--- src/rtl/msiq_pkg.sv ---
package msiq_pkg;

    localparam int IDX_W = 7;

    typedef enum logic [2:0] {
        QS_IDLE   = 3'b001,
        QS_ACTIVE = 3'b010,
        QS_ERROR  = 3'b100
    } qstate_e;

    localparam logic [3:0] GRP_MAP    = 4'h0;
    localparam logic [3:0] GRP_MCLR   = 4'h1;
    localparam logic [3:0] GRP_QSET   = 4'h2;
    localparam logic [3:0] GRP_QCLR   = 4'h3;
    localparam logic [3:0] GRP_QSTATE = 4'h4;
    localparam logic [3:0] GRP_TAIL   = 4'h5;
    localparam logic [3:0] GRP_HEAD   = 4'h6;
    localparam logic [3:0] GRP_WIN    = 4'h7;

    localparam int BIT_MAP_VALID = 63;
    localparam int BIT_PEND      = 62;
    localparam int BIT_OFLOW     = 57;
    localparam int BIT_E2I       = 47;
    localparam int BIT_ENABLE    = 44;

    localparam logic [4:0] KIND_MSI32 = 5'h0B;
    localparam logic [4:0] KIND_MSI64 = 5'h0F;

    typedef struct packed {
        logic       valid;
        logic       pend;
        logic [5:0] qnum;
    } map_ent_t;

    typedef struct packed {
        logic        rsv;
        logic [6:0]  fmt_type;
        logic [9:0]  len;
        logic [13:0] addr_lo;
        logic [15:0] rid;
        logic [15:0] data_lo;
    } word0_t;

    typedef struct packed {
        logic [47:0] addr_hi;
        logic [15:0] data_hi;
    } word1_t;

    function automatic logic [IDX_W-1:0] idx_step(input logic [IDX_W-1:0] i,
                                                  input int unsigned n);
        if (32'(i) >= n - 1) return '0;
        return i + 1'b1;
    endfunction

endpackage

--- src/rtl/msiq_decode.sv ---
module msiq_decode
    import msiq_pkg::*;
(
    input  logic [63:0] addr,
    input  logic        is64,
    input  logic [15:0] win32,
    input  logic [47:0] win64,
    input  logic [15:0] rid,
    input  logic [31:0] data,
    output logic        hit,
    output word0_t      word0,
    output word1_t      word1
);
    always_comb begin
        hit = is64 ? (addr[63:16] == win64) : (addr[31:16] == win32);

        word0.rsv      = 1'b0;
        word0.fmt_type = is64 ? {KIND_MSI64, 2'b11} : {KIND_MSI32, 2'b10};
        word0.len      = 10'd1;
        word0.addr_lo  = addr[15:2];
        word0.rid      = rid;
        word0.data_lo  = data[15:0];

        word1.addr_hi  = is64 ? addr[63:16] : 48'd0;
        word1.data_hi  = data[31:16];
    end
endmodule

--- src/rtl/msiq_map.sv ---
module msiq_map
    import msiq_pkg::*;
#(
    parameter int NUM_MSI = 16,
    localparam int MSI_W = (NUM_MSI > 1) ? $clog2(NUM_MSI) : 1
) (
    input  logic             clk,
    input  logic             rst,
    input  logic             map_we,
    input  logic             clr_we,
    input  logic [MSI_W-1:0] reg_idx,
    input  logic             wr_valid,
    input  logic             wr_clr_pend,
    input  logic [5:0]       wr_qnum,
    input  logic             post,
    input  logic [MSI_W-1:0] post_idx,
    input  logic [MSI_W-1:0] lk_idx,
    output map_ent_t         lk_ent,
    output map_ent_t         rd_ent
);
    logic [NUM_MSI-1:0] valid_q;
    logic [NUM_MSI-1:0] pend_q;
    logic [5:0]         qnum_q [NUM_MSI];

    always_ff @(posedge clk) begin
        if (rst) begin
            valid_q <= '0;
            pend_q  <= '0;
            for (int i = 0; i < NUM_MSI; i++) qnum_q[i] <= '0;
        end else begin
            if (post) pend_q[post_idx] <= 1'b1;
            if (clr_we && wr_clr_pend) pend_q[reg_idx] <= 1'b0;
            if (map_we) begin
                valid_q[reg_idx] <= wr_valid;
                qnum_q[reg_idx]  <= wr_qnum;
            end
        end
    end

    always_comb begin
        lk_ent = '{valid: valid_q[lk_idx], pend: pend_q[lk_idx], qnum: qnum_q[lk_idx]};
        rd_ent = '{valid: valid_q[reg_idx], pend: pend_q[reg_idx], qnum: qnum_q[reg_idx]};
    end

    // a record is only posted for a valid, non-pending MSI
    a_r3_no_repost: assert property (@(posedge clk) disable iff (rst)
        post |-> (valid_q[post_idx] && !pend_q[post_idx]));

    // posting leaves the MSI pending on the next cycle
    a_r6_pend_set: assert property (@(posedge clk) disable iff (rst)
        (post && !(clr_we && wr_clr_pend && reg_idx == post_idx))
        |=> pend_q[$past(post_idx)]);
endmodule

--- src/rtl/msiq_ring.sv ---
module msiq_ring
    import msiq_pkg::*;
#(
    parameter int Q_ENTRIES = 8
) (
    input  logic             clk,
    input  logic             rst,
    input  logic             post,
    input  logic             ovf,
    input  logic             set_we,
    input  logic             clr_we,
    input  logic             head_we,
    input  logic             tail_we,
    input  logic             w_en,
    input  logic             w_oflow,
    input  logic             w_e2i,
    input  logic [IDX_W-1:0] w_idx,
    output qstate_e          state,
    output logic [IDX_W-1:0] head,
    output logic [IDX_W-1:0] tail,
    output logic             oflow,
    output logic             full,
    output logic             irq
);
    logic [IDX_W-1:0] tail_nxt;

    always_comb begin
        tail_nxt = idx_step(tail, Q_ENTRIES);
        full     = (tail_nxt == head);
        irq      = (state == QS_ACTIVE) && (head != tail);
    end

    always_ff @(posedge clk) begin
        if (rst) begin
            state <= QS_IDLE;
            head  <= '0;
            tail  <= '0;
            oflow <= 1'b0;
        end else begin
            if (post) tail <= tail_nxt;
            if (ovf) begin
                oflow <= 1'b1;
                state <= QS_ERROR;
            end
            if (set_we) begin
                if (w_en && state == QS_IDLE) state <= QS_ACTIVE;
                if (w_oflow) oflow <= 1'b1;
            end
            if (clr_we) begin
                if (w_en && state == QS_ACTIVE) state <= QS_IDLE;
                if (w_e2i && state == QS_ERROR) state <= QS_IDLE;
                if (w_oflow) oflow <= 1'b0;
            end
            if (head_we) head <= w_idx;
            if (tail_we) tail <= w_idx;
        end
    end

    // state encoding stays one-hot
    a_r7_state_onehot: assert property (@(posedge clk) disable iff (rst)
        $onehot(state));

    // only an active queue with room receives a record
    a_r5_post_active: assert property (@(posedge clk) disable iff (rst)
        post |-> (state == QS_ACTIVE && !full));

    // an overflow lands the queue in error with the flag set
    a_r8_ovf_error: assert property (@(posedge clk) disable iff (rst)
        (ovf && !clr_we) |=> (state == QS_ERROR && oflow));
endmodule

--- src/rtl/msiq_ctrl.sv ---
module msiq_ctrl
    import msiq_pkg::*;
#(
    parameter int NUM_MSI   = 16,
    parameter int NUM_Q     = 4,
    parameter int Q_ENTRIES = 8,
    localparam int MSI_W = (NUM_MSI > 1) ? $clog2(NUM_MSI) : 1,
    localparam int Q_W   = (NUM_Q > 1) ? $clog2(NUM_Q) : 1
) (
    input  logic             clk,
    input  logic             rst,
    input  logic             reg_we,
    input  logic [11:0]      reg_addr,
    input  logic [63:0]      reg_wdata,
    output logic [63:0]      reg_rdata,
    input  logic             msi_valid,
    input  logic             msi_is64,
    input  logic [63:0]      msi_addr,
    input  logic [31:0]      msi_data,
    input  logic [15:0]      msi_rid,
    output logic             mem_we,
    output logic [Q_W-1:0]   mem_queue,
    output logic [IDX_W-1:0] mem_index,
    output logic [63:0]      mem_word0,
    output logic [63:0]      mem_word1,
    output logic [NUM_Q-1:0] q_irq
);
    logic [3:0] grp;
    logic [7:0] ridx;
    assign grp  = reg_addr[11:8];
    assign ridx = reg_addr[7:0];

    // address windows
    logic [15:0] win32_q;
    logic [47:0] win64_q;
    always_ff @(posedge clk) begin
        if (rst) begin
            win32_q <= '0;
            win64_q <= '0;
        end else if (reg_we && grp == GRP_WIN) begin
            if (ridx == 8'd0) win32_q <= reg_wdata[31:16];
            if (ridx == 8'd1) win64_q <= reg_wdata[63:16];
        end
    end

    // request decode
    logic   hit;
    word0_t w0;
    word1_t w1;
    msiq_decode u_decode (
        .addr (msi_addr), .is64 (msi_is64), .win32 (win32_q), .win64 (win64_q),
        .rid  (msi_rid),  .data (msi_data), .hit (hit), .word0 (w0), .word1 (w1)
    );

    // map lookup
    logic [15:0]      msi_num;
    logic             num_ok;
    logic [MSI_W-1:0] lk_idx;
    map_ent_t         lk_ent, rd_ent;
    logic             reg_msi_ok;
    logic             post, ovf, eligible;
    logic [Q_W-1:0]   tq;
    logic             q_ok;

    assign msi_num    = msi_data[15:0];
    assign num_ok     = (32'(msi_num) < NUM_MSI);
    assign lk_idx     = msi_num[MSI_W-1:0];
    assign reg_msi_ok = (32'(ridx) < NUM_MSI);

    msiq_map #(.NUM_MSI(NUM_MSI)) u_map (
        .clk         (clk),
        .rst         (rst),
        .map_we      (reg_we && grp == GRP_MAP && reg_msi_ok),
        .clr_we      (reg_we && grp == GRP_MCLR && reg_msi_ok),
        .reg_idx     (ridx[MSI_W-1:0]),
        .wr_valid    (reg_wdata[BIT_MAP_VALID]),
        .wr_clr_pend (reg_wdata[BIT_PEND]),
        .wr_qnum     (reg_wdata[5:0]),
        .post        (post),
        .post_idx    (lk_idx),
        .lk_idx      (lk_idx),
        .lk_ent      (lk_ent),
        .rd_ent      (rd_ent)
    );

    // queue rings
    qstate_e          q_state [NUM_Q];
    logic [IDX_W-1:0] q_head  [NUM_Q];
    logic [IDX_W-1:0] q_tail  [NUM_Q];
    logic [NUM_Q-1:0] q_oflow, q_full;

    assign tq   = lk_ent.qnum[Q_W-1:0];
    assign q_ok = (32'(lk_ent.qnum) < NUM_Q);

    always_comb begin
        eligible = msi_valid && hit && num_ok && lk_ent.valid && !lk_ent.pend
                   && q_ok && (q_state[tq] == QS_ACTIVE);
        post     = eligible && !q_full[tq];
        ovf      = eligible &&  q_full[tq];
    end

    for (genvar q = 0; q < NUM_Q; q++) begin : g_ring
        logic sel_q;
        assign sel_q = (32'(ridx) == q);
        msiq_ring #(.Q_ENTRIES(Q_ENTRIES)) u_ring (
            .clk     (clk),
            .rst     (rst),
            .post    (post && 32'(tq) == q),
            .ovf     (ovf  && 32'(tq) == q),
            .set_we  (reg_we && grp == GRP_QSET && sel_q),
            .clr_we  (reg_we && grp == GRP_QCLR && sel_q),
            .head_we (reg_we && grp == GRP_HEAD && sel_q),
            .tail_we (reg_we && grp == GRP_TAIL && sel_q),
            .w_en    (reg_wdata[BIT_ENABLE]),
            .w_oflow (reg_wdata[BIT_OFLOW]),
            .w_e2i   (reg_wdata[BIT_E2I]),
            .w_idx   (reg_wdata[IDX_W-1:0]),
            .state   (q_state[q]),
            .head    (q_head[q]),
            .tail    (q_tail[q]),
            .oflow   (q_oflow[q]),
            .full    (q_full[q]),
            .irq     (q_irq[q])
        );
    end

    // memory write port
    always_comb begin
        mem_we    = post;
        mem_queue = tq;
        mem_index = q_tail[tq];
        mem_word0 = w0;
        mem_word1 = w1;
    end

    // register read
    logic [Q_W-1:0] rq;
    logic           rq_ok;
    assign rq    = ridx[Q_W-1:0];
    assign rq_ok = (32'(ridx) < NUM_Q);

    always_comb begin
        reg_rdata = '0;
        case (grp)
            GRP_MAP: if (reg_msi_ok) begin
                reg_rdata[BIT_MAP_VALID] = rd_ent.valid;
                reg_rdata[BIT_PEND]      = rd_ent.pend;
                reg_rdata[5:0]           = rd_ent.qnum;
            end
            GRP_MCLR: if (reg_msi_ok) reg_rdata[BIT_PEND] = rd_ent.pend;
            GRP_QSET, GRP_QCLR: if (rq_ok) begin
                reg_rdata[BIT_OFLOW]  = q_oflow[rq];
                reg_rdata[BIT_ENABLE] = (q_state[rq] == QS_ACTIVE);
            end
            GRP_QSTATE: if (rq_ok) reg_rdata[2:0] = q_state[rq];
            GRP_TAIL: if (rq_ok) begin
                reg_rdata[BIT_OFLOW]   = q_oflow[rq];
                reg_rdata[IDX_W-1:0]   = q_tail[rq];
            end
            GRP_HEAD: if (rq_ok) reg_rdata[IDX_W-1:0] = q_head[rq];
            GRP_WIN: begin
                if (ridx == 8'd0) reg_rdata[31:16] = win32_q;
                if (ridx == 8'd1) reg_rdata[63:16] = win64_q;
            end
            default: reg_rdata = '0;
        endcase
    end
endmodule

--- config.mk ---
export PLATFORM = sky130hd
export DESIGN_NAME = msiq_ctrl
export DESIGN_NICKNAME = d
export VERILOG_FILES = /design/src/rtl/msiq_pkg.sv /design/src/rtl/msiq_decode.sv /design/src/rtl/msiq_map.sv /design/src/rtl/msiq_ring.sv /design/src/rtl/msiq_ctrl.sv
export SDC_FILE = /design/constraint.sdc
export NUM_CORES = 1
export LEC_CHECK = 0
export BUFFER_PORTS_ARGS = -buffer_cell sky130_fd_sc_hd__buf_2
export CORE_ASPECT_RATIO = 0.6
export CORE_MARGIN = 5
export CORE_UTILIZATION = 48
export DETAILED_ROUTE_END_ITERATION = 7
export PLACE_DENSITY_LB_ADDON = 0.08
export SKIP_LAST_GASP = 1
export SLEW_MARGIN = 5
export SYNTH_ARGS = -nofsm -noshare
export SYNTH_HDL_FRONTEND = slang
export SYNTH_SLANG_ARGS = --single-unit
--- constraint.sdc ---
create_clock -name clk -period 3.6 [get_ports clk]
set_clock_uncertainty 0.1 [all_clocks]
set_input_delay 0.54 -clock clk [delete_from_list [all_inputs] [get_ports clk]]
set_output_delay 0.54 -clock clk [all_outputs]
set_load 0.05 [all_outputs]
==> impl_metrics.env <==
export IMPL_layout_worst_path_cycle_share_pct=100
export IMPL_drt_drc_violations_left=0
export IMPL_io_buffers=270
export IMPL_synthesis_area_sq_um=16100
export IMPL_reg2regPathDepth=11
export IMPL_clkLatencyLatePin_ns=0.57
export IMPL_synth_seq_cells=264
export IMPL_totalWireLength_um=62100
export IMPL_antennaDiodeCount=0
export IMPL_hold_depth=3
export IMPL_die_height_um=152
export IMPL_synthesis_area_per_instance_sq_um=9.29
export IMPL_critPathCaptureType="output pin"
export IMPL_yosys_area_top_type="sky130_fd_sc_hd__dfxtp_1"
export IMPL_finalWorstPathRequiredPeriod_ns=3.60
export IMPL_clkSlewWorstSetupHoldPaths_ns=0.07
export IMPL_first_global_vias=13511
export IMPL_die_w_um=246
export IMPL_cp_data_arrival_time_ns=2.96
export IMPL_postPlaceCellArea_sq_um=18100
export IMPL_cts_root_buffer_cell="sky130_fd_sc_hd__clkbuf_16"
export IMPL_drv_cap=0
export IMPL_setup_repair_after_global_routing_missed_its_margin="true"
export IMPL_cts_hold_buffers_added=0
export IMPL_post_synth_top_area_fraction_pct=20.9
export IMPL_grt_antenna_before_repair=0
export IMPL_num_vias=14844
export IMPL_critical_path_slowest_cell="sky130_fd_sc_hd__or4_4"
export IMPL_drv_slew=0
export IMPL_critical_path_startpoint_type="flop"
export IMPL_reg_to_reg_endpoint="g_ring[1].u_ring.tail[1]"
export IMPL_final_setup_tns_ns=-0.00267
export IMPL_violations="setup timing"
export IMPL_reg2reg_slack_ns=0.31
export IMPL_min_delay_start="reg_wdata[36]"
export IMPL_gr_usage_all_layers_pct=31.7
export IMPL_htree_depth=1
export IMPL_post_synth_inst_count=1731
export IMPL_cts_tree="built"
export IMPL_final_core_util_pct=59.3
export IMPL_whs_endpoint="win64_q[20]"
export IMPL_fmax_mhz=278
export IMPL_share_of_cells_above_drive_strength_1_pct=29.7
export IMPL_path_max_fanout=3
export IMPL_post_layout_worst_setup_margin_ns=-0.00267
export IMPL_detailedRoute_firstIterationViolations=1912
export IMPL_drt_first_pass_iters=6
export IMPL_crit_path_cell_trace="xor2_1 > nor4_1 > nand4_1 > or4_4 > a2111oi_4 > nand4_4 > inv_4 > buf_8"
export IMPL_sequential_area_share_after_synthesis_pct=38.9
export IMPL_most_frequent_standard_cell_in_the_layout_excluding_fill_and_tap_cells="sky130_fd_sc_hd__buf_2"
export IMPL_dp_final_hpwl_um=47700
export IMPL_fillCellCount=2939
export IMPL_finish_net_count=2170
export IMPL_ctsLongestPathBuffers=3
export IMPL_antenna_left=0
export IMPL_synth_async_sr_flop_share_pct=0
export IMPL_yosysWarnings=0
export IMPL_tightest_slew_ns=0.745
export IMPL_number_of_setup_violations_in_the_final_report=1
export IMPL_ir_worst_vdd_v=0.000376
export IMPL_globalRoute_totalOverflow=0
export IMPL_final_cell_area_sq_um=19400
export IMPL_power_total_mw=7.37
export IMPL_power_density_nw_per_um2=380
export IMPL_syn2layout_area_growth_pct=20.7
export IMPL_timing_slew_headroom_pct=50.2
export IMPL_io_pins=399
export IMPL_critical_path_class="reg2out"
export IMPL_final_cell_mix="sky130_fd_sc_hd__buf_2 (262), sky130_fd_sc_hd__nand2_1 (202), sky130_fd_sc_hd__and2_1 (184)"
export IMPL_core_region_area_sq_um=32700
export IMPL_tritoncts_num_buffers=28
export IMPL_floorplan_die_area_sq_um=37400
export IMPL_ys_dominant_reg_cell="sky130_fd_sc_hd__dfxtp_1"
export IMPL_post_drt_wl_per_cell_um=25.4
export IMPL_grt_pass1_wl_um=89000
export IMPL_count_of_flip_flops_with_a_built_in_enable_after_synthesis=96
export IMPL_max_stage_delay_ns=0.54
export IMPL_reg2reg_from="win64_q[1]"
export IMPL_yosysUniqueCellTypes=73
export IMPL_place_congestion=0.991
export IMPL_synthTopCellsByArea="sky130_fd_sc_hd__dfxtp_1 (21%), sky130_fd_sc_hd__edfxtp_1 (18%), sky130_fd_sc_hd__mux4_2 (9.0%)"
export IMPL_cts_num_sinks=264
export IMPL_grt_max_degree=66
export IMPL_report_final_hold_viol_count=0
export IMPL_routed_vias_inst=6.07
export IMPL_data_required_time_of_the_critical_path_ns=2.96
export IMPL_leakage_nw=7.63
export IMPL_worst_hold_path_type="in2reg"
export IMPL_status="finished with violations"
export IMPL_initial_util_pct=49.1
export IMPL_placement_rows=51
[layout make-up]
type                       instances  area [sq um]  share of cell area (%)
clock buffer                      35           788                    4.06
clock inverter                    17           219                    1.13
inverter                          34           130                   0.671
multi-input combinational       1253          9020                    46.5
sequential                       264          6270                    32.3
tap                              450           563                    2.90
timing repair buffer             392          2400                    12.4
[through the flow]
step	hold slack (ns)	std cells	worst slack [ns]
after floorplan	0.352	1754	-0.0708
after global placement	0.364	2388	-0.130
after detailed placement	0.370	2388	-0.149
after CTS	0.0892	2443	-0.000392
after global routing	0.0962	2445	-0.0831
final	0.107	2445	-0.00267
[layer usage]
metal  up-vias  routed length [um]  track usage (%)
met5         -                   0                0
met4         0                 925             4.91
met3        76                9240             12.2
met2       906               23800             40.0
met1      7286               28100             50.9
li1       6576                   -                -
[cell usage after synthesis, types with 27 or more instances]
cell,instances
sky130_fd_sc_hd__a211oi_1,27
sky130_fd_sc_hd__nand2b_1,27
sky130_fd_sc_hd__nor4_1,44
sky130_fd_sc_hd__dfxtp_1,168
sky130_fd_sc_hd__o21ai_0,37
sky130_fd_sc_hd__clkbuf_1,88
sky130_fd_sc_hd__and2_1,185
sky130_fd_sc_hd__nor2_1,104
sky130_fd_sc_hd__nand2_1,203
sky130_fd_sc_hd__nand3_1,33
sky130_fd_sc_hd__a21oi_1,112
sky130_fd_sc_hd__buf_4,95
sky130_fd_sc_hd__inv_1,31
sky130_fd_sc_hd__mux2i_1,36
sky130_fd_sc_hd__edfxtp_1,96
sky130_fd_sc_hd__xor2_1,75
sky130_fd_sc_hd__mux4_2,64
[cells by family (layout without fill, tap and decap cells)]
kind of cell	Yosys count	count (layout)	synth area share [%]
XOR/XNOR	94	94	5.12
flip-flops	264	264	38.9
AO/OA/AOI/OAI	325	325	13.3
AND/OR/NAND/NOR	691	691	22.3
buffers and inverters	237	478	7.87
other	2	25	0.0467
adder cells (fa/ha/maj)	5	5	0.374
multiplexers	113	113	12.1
[what timing repair did]
item	4_1_cts	5_1_grt
gates resized for setup	33	38
cloned	0	0
setup endpoints to repair	4	7
buffers inserted	4	2
pin swaps	12	20
[registers in the layout (all words and copies together) (netlist names)]
register             flops
win32_q                 16
g_ring.u_ring.state     12
u_map.qnum_q            96
g_ring.u_ring.head      28
u_map.valid_q           16
u_map.pend_q            16
g_ring.u_ring.oflow      4
win64_q                 48
g_ring.u_ring.tail      28
[worst max path at each step]
stage | cells past startpoint | slack (ns) | startpoint | to
2_1_floorplan | 10 | -0.07 | msi_data[1] | mem_index[2]
3_3_place_gp | 9 | -0.13 | msi_addr[48] | mem_we
3_5_place_dp | 11 | -0.15 | msi_addr[48] | g_ring[1].u_ring.tail[1]
4_1_cts | 9 | -0.0004 | win64_q[25] | mem_we
5_1_grt | 9 | -0.08 | u_map.qnum_q[0][5] | mem_we
6_report | 8 | -0.003 | win64_q[1] | mem_we
[power by group]
part / leakage, nW / internal, mW / switching (mW)
clock network: 0.492 / 1.91 / 1.30
logic: 4.87 / 0.306 / 0.681
registers: 2.27 / 3.14 / 0.0378
total: 7.63 / 5.35 / 2.02
[critical path: cells and delay by family (launching register included)]
family,cells,cell delay [ns]
flip-flops,1,0.34
AND/OR/NAND/NOR,4,1.18
XOR/XNOR,1,0.19
buffers and inverters,2,0.28
AO/OA/AOI/OAI,1,0.41
No activity file was read; power rests on OpenSTA's default activity.
